--- src/rtl/t1e1_map_pkg.sv ---
package t1e1_map_pkg;
  typedef enum logic [1:0] {
    SK_FBIT = 2'd0,
    SK_FILL = 2'd1,
    SK_CHAN = 2'd2
  } slot_kind_e;
endpackage

--- src/rtl/t1e1_frame_timer.sv ---
module t1e1_frame_timer
  import t1e1_map_pkg::*;
#(
  parameter int BYTE_W      = 8,
  parameter int BP_SLOTS    = 32,
  parameter int T1_CH       = 24,
  parameter int FILL_STRIDE = 4,
  localparam int SLOT_W     = $clog2(BP_SLOTS),
  localparam int BIT_W      = $clog2(BYTE_W),
  localparam int CH_W       = $clog2(T1_CH)
) (
  input  logic            clk,
  input  logic            rst,
  input  logic            rate_e1,
  input  logic            fsync,
  output slot_kind_e      kind,
  output logic [CH_W-1:0] chan_idx,
  output logic            chan_start,
  output logic            chan_end
);
  localparam logic [BIT_W-1:0]  BIT_LAST  = BIT_W'(BYTE_W - 1);
  localparam logic [SLOT_W-1:0] E1_LAST   = SLOT_W'(BP_SLOTS - 1);
  localparam logic [SLOT_W-1:0] T1_LAST   = SLOT_W'(T1_CH - 1);
  localparam logic [SLOT_W-1:0] STRIDE    = SLOT_W'(FILL_STRIDE);

  logic              first_q;
  logic              fph_q, fph_c;
  logic [SLOT_W-1:0] slot_q, slot_c;
  logic [BIT_W-1:0]  bit_q, bit_c;
  logic [CH_W-1:0]   chan_q, chan_c;
  logic              frame_start;

  // position of the current cycle, derived from the previous one
  always_comb begin
    fph_c  = 1'b0;
    slot_c = slot_q;
    bit_c  = bit_q;
    if (first_q || fsync) begin
      fph_c  = !rate_e1;
      slot_c = '0;
      bit_c  = '0;
    end else if (!rate_e1) begin
      if (fph_q) begin
        slot_c = '0;
        bit_c  = '0;
      end else if (bit_q == BIT_LAST) begin
        bit_c = '0;
        if (slot_q >= T1_LAST) begin
          fph_c  = 1'b1;
          slot_c = '0;
        end else begin
          slot_c = slot_q + 1'b1;
        end
      end else begin
        bit_c = bit_q + 1'b1;
      end
    end else begin
      if (bit_q == BIT_LAST) begin
        bit_c  = '0;
        slot_c = (slot_q == E1_LAST) ? '0 : slot_q + 1'b1;
      end else begin
        bit_c = bit_q + 1'b1;
      end
    end
  end

  always_comb begin
    if (!rate_e1) begin
      kind = fph_c ? SK_FBIT : SK_CHAN;
    end else if (slot_c == '0 && bit_c == '0) begin
      kind = SK_FBIT;
    end else if ((slot_c % STRIDE) == '0) begin
      kind = SK_FILL;
    end else begin
      kind = SK_CHAN;
    end
    frame_start = first_q || fsync || (kind == SK_FBIT);
    chan_c      = frame_start ? '0 : chan_q;
    chan_start  = (kind == SK_CHAN) && (bit_c == '0);
    chan_end    = (kind == SK_CHAN) && (bit_c == BIT_LAST);
  end

  assign chan_idx = chan_c;

  always_ff @(posedge clk) begin
    if (rst) begin
      first_q <= 1'b1;
      fph_q   <= 1'b0;
      slot_q  <= '0;
      bit_q   <= '0;
      chan_q  <= '0;
    end else begin
      first_q <= 1'b0;
      fph_q   <= fph_c;
      slot_q  <= slot_c;
      bit_q   <= bit_c;
      chan_q  <= chan_end ? chan_c + 1'b1 : chan_c;
    end
  end
endmodule

--- src/rtl/t1e1_rx_inserter.sv ---
module t1e1_rx_inserter
  import t1e1_map_pkg::*;
#(
  parameter int BYTE_W = 8
) (
  input  logic              clk,
  input  logic              rst,
  input  logic              rate_e1,
  input  slot_kind_e        kind,
  input  logic              chan_start,
  input  logic              fbit_in,
  input  logic              s_valid,
  output logic              s_ready,
  input  logic [BYTE_W-1:0] s_data,
  output logic              ser_out,
  output logic              blk_out
);
  logic [BYTE_W-1:0] hold_q;
  logic              full_q;
  logic [BYTE_W-1:0] sh_q;
  logic [BYTE_W-1:0] load_v;

  assign s_ready = !full_q;
  assign load_v  = full_q ? hold_q : '1;

  always_ff @(posedge clk) begin
    if (rst) begin
      hold_q <= '0;
      full_q <= 1'b0;
    end else if (s_valid && s_ready) begin
      hold_q <= s_data;
      full_q <= 1'b1;
    end else if (chan_start) begin
      full_q <= 1'b0;
    end
  end

  always_ff @(posedge clk) begin
    if (rst) begin
      sh_q    <= '1;
      ser_out <= 1'b1;
      blk_out <= 1'b0;
    end else begin
      blk_out <= (kind == SK_FILL) || (kind == SK_FBIT && rate_e1);
      unique case (kind)
        SK_FBIT: ser_out <= fbit_in;
        SK_FILL: ser_out <= 1'b1;
        default: begin
          if (chan_start) begin
            ser_out <= load_v[BYTE_W-1];
            sh_q    <= {load_v[BYTE_W-2:0], 1'b1};
          end else begin
            ser_out <= sh_q[BYTE_W-1];
            sh_q    <= {sh_q[BYTE_W-2:0], 1'b1};
          end
        end
      endcase
    end
  end
endmodule

--- src/rtl/t1e1_tx_extractor.sv ---
module t1e1_tx_extractor
  import t1e1_map_pkg::*;
#(
  parameter int BYTE_W = 8,
  parameter int CH_W   = 5
) (
  input  logic              clk,
  input  logic              rst,
  input  slot_kind_e        kind,
  input  logic              chan_end,
  input  logic [CH_W-1:0]   chan_idx,
  input  logic              ser_in,
  input  logic              fbit_sel,
  output logic              m_valid,
  input  logic              m_ready,
  output logic [BYTE_W-1:0] m_data,
  output logic [CH_W-1:0]   m_chan,
  output logic              fbit_out,
  output logic              fbit_stb
);
  logic [BYTE_W-1:0] acc_q;

  always_ff @(posedge clk) begin
    if (rst) begin
      acc_q   <= '0;
      m_valid <= 1'b0;
      m_data  <= '0;
      m_chan  <= '0;
    end else begin
      if (kind == SK_CHAN) begin
        acc_q <= {acc_q[BYTE_W-2:0], ser_in};
      end
      if (chan_end) begin
        m_valid <= 1'b1;
        m_data  <= {acc_q[BYTE_W-2:0], ser_in};
        m_chan  <= chan_idx;
      end else if (m_valid && m_ready) begin
        m_valid <= 1'b0;
      end
    end
  end

  always_ff @(posedge clk) begin
    if (rst) begin
      fbit_out <= 1'b0;
      fbit_stb <= 1'b0;
    end else begin
      fbit_stb <= (kind == SK_FBIT) && fbit_sel;
      if ((kind == SK_FBIT) && fbit_sel) begin
        fbit_out <= ser_in;
      end
    end
  end
endmodule

--- src/rtl/t1e1_slot_mapper.sv ---
module t1e1_slot_mapper
  import t1e1_map_pkg::*;
#(
  parameter int BYTE_W      = 8,
  parameter int BP_SLOTS    = 32,
  parameter int T1_CH       = 24,
  parameter int FILL_STRIDE = 4,
  localparam int CH_W       = $clog2(T1_CH)
) (
  input  logic              clk,
  input  logic              rst,
  input  logic              rate_e1,
  input  logic              fsync,
  input  logic              tx_fbit_sel,
  input  logic              rx_fbit,
  input  logic              rx_s_valid,
  output logic              rx_s_ready,
  input  logic [BYTE_W-1:0] rx_s_data,
  output logic              rx_ser,
  output logic              chan_blk,
  input  logic              tx_ser,
  output logic              tx_m_valid,
  input  logic              tx_m_ready,
  output logic [BYTE_W-1:0] tx_m_data,
  output logic [CH_W-1:0]   tx_m_chan,
  output logic              tx_fbit,
  output logic              tx_fbit_stb
);
  slot_kind_e      kind;
  logic [CH_W-1:0] chan_idx;
  logic            chan_start;
  logic            chan_end;

  t1e1_frame_timer #(
    .BYTE_W(BYTE_W), .BP_SLOTS(BP_SLOTS), .T1_CH(T1_CH), .FILL_STRIDE(FILL_STRIDE)
  ) u_timer (
    .clk(clk), .rst(rst), .rate_e1(rate_e1), .fsync(fsync),
    .kind(kind), .chan_idx(chan_idx), .chan_start(chan_start), .chan_end(chan_end)
  );

  t1e1_rx_inserter #(.BYTE_W(BYTE_W)) u_rx (
    .clk(clk), .rst(rst), .rate_e1(rate_e1), .kind(kind), .chan_start(chan_start),
    .fbit_in(rx_fbit), .s_valid(rx_s_valid), .s_ready(rx_s_ready), .s_data(rx_s_data),
    .ser_out(rx_ser), .blk_out(chan_blk)
  );

  t1e1_tx_extractor #(.BYTE_W(BYTE_W), .CH_W(CH_W)) u_tx (
    .clk(clk), .rst(rst), .kind(kind), .chan_end(chan_end), .chan_idx(chan_idx),
    .ser_in(tx_ser), .fbit_sel(tx_fbit_sel), .m_valid(tx_m_valid), .m_ready(tx_m_ready),
    .m_data(tx_m_data), .m_chan(tx_m_chan), .fbit_out(tx_fbit), .fbit_stb(tx_fbit_stb)
  );
endmodule

--- config.mk ---
export PLATFORM = sky130hd
export DESIGN_NAME = t1e1_slot_mapper
export DESIGN_NICKNAME = d
export VERILOG_FILES = /design/src/rtl/t1e1_map_pkg.sv /design/src/rtl/t1e1_frame_timer.sv /design/src/rtl/t1e1_rx_inserter.sv /design/src/rtl/t1e1_tx_extractor.sv /design/src/rtl/t1e1_slot_mapper.sv
export SDC_FILE = /design/constraint.sdc
export NUM_CORES = 1
export LEC_CHECK = 0
export ABC_AREA = 1
export BUFFER_PORTS_ARGS = -buffer_cell sky130_fd_sc_hd__buf_4
export CAP_MARGIN = 25
export CORE_MARGIN = 2
export CORE_UTILIZATION = 55
export CTS_BUF_LIST = sky130_fd_sc_hd__clkbuf_8
export DETAILED_ROUTE_END_ITERATION = 10
export PLACE_DENSITY_LB_ADDON = 0.15
export SETUP_SLACK_MARGIN = 0.02
export SLEW_MARGIN = 10
export SYNTH_ARGS = -nofsm -noshare
export SYNTH_HDL_FRONTEND = slang
export SYNTH_SLANG_ARGS = --single-unit
--- constraint.sdc ---
create_clock -name clk -period 2.7 [get_ports clk]
set_input_delay 0 -clock clk [delete_from_list [all_inputs] [get_ports clk]]
set_output_delay 0 -clock clk [all_outputs]
set_load 0.01 [all_outputs]
==> qor.csv <==
stage,metric,value,unit
status,status,"complete, no violations",
finish,"commonest non-fill, non-tap cells in the layout","nand2_1 (55), dfxtp_1 (54), nor2_1 (51)",
hold_path,Hold Crit Class,in -> reg,
finish,Antenna Cells,0,
setup_path,Worst path top cell family by delay,simple AND/OR/NAND/NOR gates,
sta,Slew Limit Fails,0,
setup_path,WP buf/inv,3,
power,Sw Pwr,0.3786,mW
route,Routed WL per cell,12.57,um
setup_path,Crit path largest cell delay,0.35,ns
sta,fmax,399.5,MHz
synth,synthesized cell area,2411,um^2
synth,Synth Warn #,0,
synth,Synth Flop Type,dfxtp_1,
floorplanning,Die Wd,70.21,um
finish,Area growth syn-to-layout,24.08,%
synth,synthesized net count,336,
synth,sequential element share of the synthesized area,46.50,%
global_route,initial antenna violation count,0,
synth,"FFs w/ async S/R, synth",0,%
floorplanning,Chip Height,70.21,um
cts,clock sinks,56,
route,number of routed nets with antenna violations,0,
setup_path,Most common cell on crit path,nand2_1,
floorplanning,CORE AREA,4294,um^2
power,LEAKAGE,1.336,nW
route,final WL,5278,um
synth,Cell variety after synth,31,
power,Power Dens Cells,508.2,nW/um^2
power,Reg power frac,57.5,%
sta,RSZ-0062 raised after global routing,yes,
place,routability cong.,0.8370,
power,Max VDD drop,0.3852,mV
power,P_int,1.142,mW
sta,Tmin final,2.503,ns
floorplanning,full die area,4929,um^2
route,DRT Pass-1 Iters,4,
setup_path,Critical Path Start Type,flip-flop,
cts,CTS Buf Count,5,
floorplanning,initial core utilization,56.15,%
route,DR vias/cell,5.183,
setup_path,Setup crit end kind,flip-flop,
route,drc violations,0,
global_route,vias in the first global route,2046,
setup_path,crit path kind,reg -> reg,
place,dpl hpwl,3468,um
power,Comb power frac,11.8,%
floorplanning,# rows,24,
setup_path,slowest cell on the critical path,dfxtp_2,
place,port bufs,35,
cts,Clock Root Buffer,clkbuf_8,
synth,post-synthesis instance total,314,
sta,sum of negative setup slack,0,ns
global_route,gr usage total,21.72,%
cts,Max clock buf depth,2,
place,Post-Place Worst Slack,0.1515,ns
power,switching share of power,24.90,%
sta,Worst-Margin Slew,0.6986,ns
job,total of max-cap violations,0,
synth,Avg Inst Size Synth,7.679,um^2
global_route,first-pass GRT wire length,8673,um
synth,post-synthesis register bit count,56,
sta,worst hold margin,0.04034,ns
floorplanning,io pins,36,
route,violation count after the first detailed-route iteration,89,
setup_path,worst-path cell chain,"ha_2, nand2_2, nor2_1, ha_2, inv_1, nand2_1, nand2_1, nand3_1, nor2_2, nand2_2, nand2_1, nor2_1, nand2_2, nand2_4, inv_4, nor2_4, ha_1, inv_1, nor2_2, nand4_1, nand2_1, nand2_1, nor2_1",
sta,"Period Utilization, post-route",92.71,%
sta,Post-Route Skew,0.005720,ns
cts,clk slew on worst S/H paths,0.09,ns
setup_path,"Req. time, crit path",2.95,ns
sta,Final Hold Viols,0,
sta,Slew HR,53.14,%
finish,"commonest non-fill, non-tap cell in the layout",nand2_1,
setup_path,Arrival @ worst endpoint,2.75,ns
cts,CTS tree,done,
power,clock power share,30.6,%
route,via count,2177,
finish,nets,389,
cts,number of H-tree levels,2,
setup_path,CP Max Fanout,7,
global_route,largest net degree at the start of global routing,30,
sta,Final setup viols,0,
finish,share of layout cells above drive strength 1,23.37,%
sta,min setup slack post-route,0.1968,ns
synth,number of synthesized flops with an enable pin,0,
global_route,total grt overflow,0,
finish,fill count,374,
cts,Clock Latency Late Sink,0.30,ns
-- area by class of cell --
cell class	count	area [um^2]	area share, %
clock buffer	6	82.58	2.760
clock inverter	2	11.26	0.3764
inverter	29	111.4	3.722
multi-input combinational	218	1137	38.02
sequential	56	1124	37.56
tap	52	65.06	2.175
timing repair buffer	57	460.4	15.39
-- cell usage after synthesis, types with 4 or more instances --
cell	count	area, um^2
nand3_1	12	60.06
clkbuf_1	6	22.52
nand2_1	57	214.0
o21ai_0	29	145.1
nor2_1	53	198.9
nand2_2	4	25.02
dfxtp_1	56	1121
inv_2	5	18.77
a21oi_1	24	120.1
a211o_1	4	35.03
nor3_1	5	25.02
inv_1	21	78.83
ha_1	5	62.56
-- path summary, 6_finish.rpt --
path | cells past startpoint | slack, ns | from | endpoint
worst max-delay path | 23 | 0.20 | u_timer.slot_q[0] | u_timer.chan_q[4]
worst max register to register | 23 | 0.20 | u_timer.slot_q[0] | u_timer.chan_q[4]
worst min-delay path | 3 | 0.04 | rate_e1 | u_rx.blk_out
worst min register to register | 2 | 0.46 | u_tx.acc_q[6] | u_tx.m_data[7]
-- sequential cells by signal, indices dropped and copies added, names as in the netlist --
| register | count |
|---|---|
| u_tx.m_chan | 5 |
| u_tx.fbit_stb | 1 |
| u_timer.bit_q | 3 |
| u_tx.m_valid | 1 |
| u_rx.sh_q | 7 |
| u_rx.ser_out | 1 |
| u_timer.slot_q | 5 |
| u_rx.full_q | 1 |
| u_tx.acc_q | 7 |
| u_timer.first_q | 1 |
| u_tx.fbit_out | 1 |
| u_rx.hold_q | 8 |
| u_timer.chan_q | 5 |
| u_timer.fph_q | 1 |
| u_tx.m_data | 8 |
| u_rx.blk_out | 1 |
-- kinds of logic (layout without fill, tap and decap cells) --
logic type | after synthesis | after routing | share of synthesized area (%)
AOI/OAI and AO/OA | 68 | 68 | 16.35
adders and majority gates | 5 | 5 | 2.595
DFF | 56 | 56 | 46.50
buffers and inverters | 40 | 94 | 7.473
and+or+nand+nor | 145 | 145 | 27.09
-- power groups by stage --
stage | registers, mW | logic, mW | clock network, mW
2_1_floorplan | 0.892 | 0.109 | 0
3_3_place_gp | 0.893 | 0.152 | 0
3_5_place_dp | 0.894 | 0.155 | 0
4_1_cts | 0.875 | 0.171 | 0.471
5_1_grt | 0.878 | 0.201 | 0.505
6_report | 0.875 | 0.180 | 0.466
-- what timing repair did --
item,CTS,global route
hold buffers,12,1
resized for setup,0,11
endpoints found under the setup margin,0,3
setup buffers,0,6
endpoints found under the hold margin,13,1
-- routing by layer --
layer	part of all wire, %	up-vias	global-route usage, %
li1	-	1124	-
met1	44	995	26.24
met2	50	49	38.10
met3	4.1	9	3.752
met4	1.5	0	8.974
met5	0	-	0
-- worst reg2reg max path, stage by stage (launching register included) --
cell	delay (ns)
dfxtp_2	0.35
ha_2	0.19
nand2_2	0.07
nor2_1	0.10
ha_2	0.19
inv_1	0.04
nand2_1	0.05
nand2_1	0.05
nand3_1	0.07
nor2_2	0.05
nand2_2	0.10
nand2_1	0.06
nor2_1	0.11
nand2_2	0.08
nand2_4	0.12
inv_4	0.06
nor2_4	0.09
ha_1	0.15
inv_1	0.04
nor2_2	0.09
nand4_1	0.14
nand2_1	0.10
nand2_1	0.05
nor2_1	0.10
-- metrics by stage --
step | cells | total power, mW | utilization (%) | area (um^2)
2_1_floorplan | 314 | 1.001 | - | 2411
3_3_place_gp | 393 | 1.044 | 62.70 | 2693
3_5_place_dp | 393 | 1.049 | 62.70 | 2693
4_1_cts | 413 | 1.516 | 67.69 | 2907
5_1_grt | 420 | 1.584 | 69.67 | 2992
6_report | 420 | 1.520 | 69.67 | 2992
No activity file was read; power rests on OpenSTA's default activity.
